**src/rtl/dac_pkg.sv**
```systemverilog
package dac_pkg;
  localparam int unsigned AW = 2;

  localparam logic [AW-1:0] ADDR_NONE = 2'd0;
  localparam logic [AW-1:0] ADDR_CMD  = 2'd1;
  localparam logic [AW-1:0] ADDR_CH0  = 2'd2;
  localparam logic [AW-1:0] ADDR_CH1  = 2'd3;

  // Command fields, ordered to match host bits 7..4.
  typedef struct packed {
    logic paced1;
    logic paced0;
    logic twos1;
    logic twos0;
  } mode_cmd_t;
endpackage

```
**src/rtl/dac_interval_ctr.sv**
```systemverilog
module dac_interval_ctr #(
  parameter int unsigned CW = 16
) (
  input  logic          clk,
  input  logic          rst_n,
  input  logic [CW-1:0] reload_i,
  output logic          pulse_o
);
  logic [CW-1:0] cnt_q, cnt_d;

  always_comb begin
    pulse_o = (cnt_q == '0);
    cnt_d   = pulse_o ? reload_i : cnt_q - 1'b1;
  end

  always_ff @(posedge clk or negedge rst_n) begin
    if (!rst_n) cnt_q <= '0;
    else        cnt_q <= cnt_d;
  end

  AST_PULSE_ONE_CYCLE: assert property (@(posedge clk) disable iff (!rst_n)
    (pulse_o && reload_i != '0) |=> !pulse_o);
endmodule

```
**src/rtl/dac_ext_sync.sv**
```systemverilog
module dac_ext_sync #(
  parameter int unsigned STAGES = 2
) (
  input  logic clk,
  input  logic rst_n,
  input  logic pin_n_i,
  output logic evt_o
);
  logic [STAGES:0] sync_q, sync_d;

  always_comb begin
    sync_d = {sync_q[STAGES-1:0], pin_n_i};
    evt_o  = sync_q[STAGES] & ~sync_q[STAGES-1];
  end

  always_ff @(posedge clk or negedge rst_n) begin
    if (!rst_n) sync_q <= '1;
    else        sync_q <= sync_d;
  end

  AST_EXT_ONE_SHOT: assert property (@(posedge clk) disable iff (!rst_n)
    evt_o |=> !evt_o);
endmodule

```
**src/rtl/dac_channel.sv**
```systemverilog
module dac_channel #(
  parameter int unsigned DW = 12
) (
  input  logic          clk,
  input  logic          rst_n,
  input  logic          wr_i,
  input  logic [DW-1:0] wdata_i,
  input  logic          paced_i,
  input  logic          twos_i,
  input  logic          upd_i,
  output logic [DW-1:0] out_o
);
  logic [DW-1:0] stage_q, stage_d, out_q, out_d;
  logic          stage_en, out_en;

  function automatic logic [DW-1:0] to_offset(input logic [DW-1:0] v, input logic twos);
    return {v[DW-1] ^ twos, v[DW-2:0]};
  endfunction

  always_comb begin
    stage_en = wr_i;
    stage_d  = wdata_i;
    out_en   = 1'b0;
    out_d    = out_q;
    if (!paced_i && wr_i) begin
      out_en = 1'b1;
      out_d  = to_offset(wdata_i, twos_i);
    end else if (paced_i && upd_i) begin
      out_en = 1'b1;
      out_d  = to_offset(stage_q, twos_i);
    end
  end

  always_ff @(posedge clk or negedge rst_n) begin
    if (!rst_n) begin
      stage_q <= '0;
      out_q   <= '0;
    end else begin
      if (stage_en) stage_q <= stage_d;
      if (out_en)   out_q   <= out_d;
    end
  end

  assign out_o = out_q;

  AST_IMMEDIATE_LOW_BITS: assert property (@(posedge clk) disable iff (!rst_n)
    (!paced_i && wr_i) |=> (out_q[DW-2:0] == $past(wdata_i[DW-2:0])));
  AST_TWOS_MSB_FLIP: assert property (@(posedge clk) disable iff (!rst_n)
    (!paced_i && wr_i && twos_i) |=> (out_q[DW-1] != $past(wdata_i[DW-1])));
  AST_PACED_HOLD: assert property (@(posedge clk) disable iff (!rst_n)
    (paced_i && !upd_i) |=> $stable(out_q));
endmodule

```
**src/rtl/dac_update_ctrl.sv**
```systemverilog
module dac_update_ctrl #(
  parameter int unsigned DW = 12,
  parameter int unsigned CW = 16
) (
  input  logic                    clk,
  input  logic                    rst_n,
  input  logic                    wr_en,
  input  logic [dac_pkg::AW-1:0]  wr_addr,
  input  logic [DW-1:0]           wr_data,
  input  logic                    ext_upd_n,
  input  logic [CW-1:0]           interval,
  output logic                    upd_evt,
  output logic [DW-1:0]           dac0_out,
  output logic [DW-1:0]           dac1_out
);
  import dac_pkg::*;
  localparam int unsigned NCH = 2;

  logic [1:0] rs_q;
  logic       rst_int_n;

  always_ff @(posedge clk or negedge rst_n) begin
    if (!rst_n) rs_q <= '0;
    else        rs_q <= {rs_q[0], 1'b1};
  end
  assign rst_int_n = rs_q[1];

  mode_cmd_t cmd_q, cmd_d;
  logic      cmd_en;

  always_comb begin
    cmd_en = wr_en && (wr_addr == ADDR_CMD);
    cmd_d  = mode_cmd_t'(wr_data[7:4]);
  end

  always_ff @(posedge clk or negedge rst_int_n) begin
    if (!rst_int_n)  cmd_q <= '0;
    else if (cmd_en) cmd_q <= cmd_d;
  end

  logic ctr_pulse, ext_evt;

  dac_interval_ctr #(.CW(CW)) u_ctr (
    .clk(clk), .rst_n(rst_int_n), .reload_i(interval), .pulse_o(ctr_pulse));

  dac_ext_sync #(.STAGES(2)) u_ext (
    .clk(clk), .rst_n(rst_int_n), .pin_n_i(ext_upd_n), .evt_o(ext_evt));

  assign upd_evt = ctr_pulse | ext_evt;

  logic [NCH-1:0] paced_v, twos_v, wr_v;
  logic [DW-1:0]  out_v [NCH];

  assign paced_v = {cmd_q.paced1, cmd_q.paced0};
  assign twos_v  = {cmd_q.twos1, cmd_q.twos0};
  assign wr_v    = {wr_en && (wr_addr == ADDR_CH1), wr_en && (wr_addr == ADDR_CH0)};

  for (genvar ch = 0; ch < NCH; ch++) begin : g_ch
    dac_channel #(.DW(DW)) u_ch (
      .clk(clk), .rst_n(rst_int_n), .wr_i(wr_v[ch]), .wdata_i(wr_data),
      .paced_i(paced_v[ch]), .twos_i(twos_v[ch]), .upd_i(upd_evt),
      .out_o(out_v[ch]));
  end

  assign dac0_out = out_v[0];
  assign dac1_out = out_v[1];

  AST_CH1_ISOLATED: assert property (@(posedge clk) disable iff (!rst_int_n)
    (wr_en && wr_addr != ADDR_CH1 && !(paced_v[1] && upd_evt)) |=> $stable(dac1_out));
endmodule

```
**config.mk**
```make
export PLATFORM = sky130hd
export DESIGN_NAME = dac_update_ctrl
export DESIGN_NICKNAME = d
export VERILOG_FILES = /design/src/rtl/dac_pkg.sv /design/src/rtl/dac_interval_ctr.sv /design/src/rtl/dac_ext_sync.sv /design/src/rtl/dac_channel.sv /design/src/rtl/dac_update_ctrl.sv
export SDC_FILE = /design/constraint.sdc
export NUM_CORES = 1
export LEC_CHECK = 0
export CORE_ASPECT_RATIO = 1.25
export CORE_MARGIN = 1
export CORE_UTILIZATION = 40
export DETAILED_ROUTE_END_ITERATION = 10
export PLACE_DENSITY_LB_ADDON = 0.05
export SETUP_SLACK_MARGIN = 0.05
export SLEW_MARGIN = 15
export SYNTH_ARGS = -nofsm -noshare
export SYNTH_HDL_FRONTEND = slang
export SYNTH_SLANG_ARGS = --single-unit
```
**constraint.sdc**
```tcl
create_clock -name clk -period 4.15 [get_ports clk]
set_clock_uncertainty 0.15 [all_clocks]
set_input_delay 0.6225 -clock clk [delete_from_list [all_inputs] [get_ports clk]]
set_output_delay 0.6225 -clock clk [all_outputs]
set_load 0.005 [all_outputs]
```
==> results.yml <==
routing:
  ant_nets: 0
  drc: 0
  met2_length_mm: 4.23
  finalWirelength_mm: 8.57
  vias_per_cell: 5.21
  drt_pass1_iterations: 4
  routedLengthMet1_mm: 3.87
  vias: 2913
  routedWlPerCell_um: 15.3
  initialDrtViolationCount: 160
  wl_met3_um: 371
  route.top_layer_used: "met4"
floorplanning:
  die_h_um: 107
  die_width_um: 86.3
  ios: 59
  die_area_mm2: 0.00927
  initial_core_util: 0.411
  rows: 38
  core_mm2: 0.00865
worst_setup_path:
  crit_type: "flip-flop to output port"
  cpPeakStageDelay_ps: 500
  r2r_cells: 5
  cp_max_fo: 7
  cp-start-kind: "flip-flop"
  critPathTopFamily: "simple AND/OR/NAND/NOR gates"
  critPathArrivalTime_ps: 2330
  reg2reg_from: "u_ctr.cnt_q[4]"
  endpoint_kind: "output port"
  critical-path-slowest-cell: "clkdlybuf4s50_1"
  required_ps: 3380
  cp_num_buf_inv: 2
  reg2reg_slack_ps: 1830
  reg2reg_to: "g_ch[1].u_ch.out_o[9]"
  crit_chain: "nor4_4 > nand4_1 > and2_1 > inv_1 > clkdlybuf4s50_1"
final_layout:
  fillers: 854
  nets: 470
  syn_to_final_growth_pct: 23.1
  drive_gt1_frac: 0.0774
  diodes: 0
  fin_cells: 559
timing:
  fin_crit_sh: 0.747
  hold_viol: 0
  finalSetupViolCount: 0
  fin_setup_tns_ps: 0
  relSlewSlack: 0.252
  maxSlewViolCount: 0
  tightest_slew_ps: 1120
  clock.fmax_mhz: 322
  period_minus_slack_ps: 3100
  grt_setup_unrepaired: "false"
synthesis:
  syn_area_per_cell_um2: 9.11
  synthDistinctLibCells: 45
  syn_inst: 390
  synth-seq-cells: 73
  syn-num-nets: 426
  synth_edf_count: 0
  async_reset_ff_frac: 1.00
  ys_warn_count: 0
  synth_top_flop_cell: "dfrtp_1"
  ys_seq_area_frac: 0.515
  syn_area_mm2: 0.00355
global_route:
  overflow: 0
  grt_pass1_vias: 2784
  grt_pass1_wl_mm: 13.8
  track_usage: 0.196
  grt_max_degree: 41
  antenna_found_initial: 0
hold_path:
  hold_path.class: "flip-flop to async pin"
clocking:
  clkTransAtPathRegs_ps: 70
  clkLatencyLatePin_ps: 350
  cts_buffers: 9
  ctsHoldBuffers: 0
  root_buffer: "clkbuf_8"
  cts.path.max_buffers: 2
  post_cts_buffers: 0
  cts_resized: 0
  htree_levels: 3
  cts_tree: "done"
  cts.sinks: 73
place:
  dpl.cell_count: 543
  dpl.hpwl_mm: 5.60
  gp_congestion: 0.782
  portBuffers: 58
power:
  peakVddDrop_uv: 211
  power.leakage_nw: 1.81
  p_per_area_mw_per_mm2: 498
job:
  drv_cap: 0
status:
  status: "completed"
[synth_stat cells, types with 2 or more instances]
library cell    n  area share
nand2_1       133        0.14
dfrtp_1        70        0.49
a21oi_1        49       0.069
clkbuf_1       23       0.024
a311o_1        22       0.062
xnor2_1        11       0.027
o21ai_0         8       0.011
nor2_1          7      0.0074
inv_1           5      0.0053
mux2_2          5       0.016
nor4_1          4      0.0070
xor2_1          4      0.0099
buf_6           3      0.0095
dfstp_2         3       0.022
nand3_1         3      0.0042
nand3b_1        3      0.0063
or4_1           3      0.0063
a211oi_1        2      0.0042
a311oi_1        2      0.0049
ha_1            2      0.0070
nand4_1         2      0.0035
nor3b_1         2      0.0042
o21ai_1         2      0.0028
[routing by layer]
metal | global-route usage | vias up
met4 | 0.0786 | 0
met3 | 0.0391 | 6
met2 | 0.324 | 62
li1 | - | 1428
met1 | 0.250 | 1417
met5 | 0 | -
[layout by cell type, fill, tap and decap left out, types with 5 or more instances in the layout]
cell type	count
inv_1	5
a21oi_1	49
mux2_2	5
nor2_1	7
o21ai_0	8
clkdlybuf4s50_1	58
dfrtp_1	69
xnor2_1	11
a311o_1	22
clkbuf_8	13
nand2_1	133
[cell type report]
type,instances,area (um2),share of cell area
Sequential cell,73,1830,0.419
Multi-Input combinational cell,283,1570,0.359
Timing Repair Buffer,62,611,0.140
Clock buffer,14,183,0.0418
Tap cell,120,150,0.0343
Inverter,5,18.8,0.00429
Clock inverter,2,10.0,0.00229
[state kept, by name, summed over array words and instances (netlist names)]
name,count
cmd_q,4
g_ch.u_ch.out_o,24
g_ch.u_ch.stage_q,24
rs_q,2
u_ctr.cnt_q,16
u_ext.sync_q,3
[how the worst max path moves through the flow]
stage / end / start / cells past startpoint / slack [ps]
after floorplan: cmd_q[0] / rs_q[1] / 0 / 1820
after global placement: g_ch[0].u_ch.out_o[1] / wr_addr[0] / 5 / 1290
after detailed placement: g_ch[0].u_ch.out_o[5] / wr_addr[0] / 5 / 1260
after CTS: upd_evt / u_ctr.cnt_q[4] / 5 / 1010
after global routing: upd_evt / u_ctr.cnt_q[4] / 5 / 930
final: upd_evt / u_ctr.cnt_q[4] / 5 / 1050
[logic make-up after synthesis]
| group | Yosys count | share of synthesized area |
|---|---|---|
| AND/OR/NAND/NOR | 170 | 0.214 |
| AO/OA/AOI/OAI | 89 | 0.164 |
| flip-flops | 73 | 0.515 |
| buffers and inverters | 34 | 0.0430 |
| XOR/XNOR | 15 | 0.0370 |
| multiplexers | 6 | 0.0187 |
| adder cells (fa/ha/maj) | 2 | 0.00704 |
| other | 1 | 0.00106 |
[metrics by stage]
step,hold slack (ps),setup slack [ps],instance area [um2],util,total power [mW]
floorplan,177,1820,3550,-,1.36
CTS,207,1010,4370,0.505,2.21
detailed placement,192,1260,4180,0.483,1.65
finish,185,1050,4370,0.505,2.18
global route,211,931,4370,0.505,2.32
global placement,185,1290,4180,0.483,1.64
[power breakdown]
| group | total (mW) | internal, mW | switching [mW] |
|---|---|---|---|
| clock network | 0.542 | 0.281 | 0.261 |
| registers | 1.08 | 0.880 | 0.201 |
| logic | 0.554 | 0.352 | 0.201 |
Power figures use the tool's default switching activity.
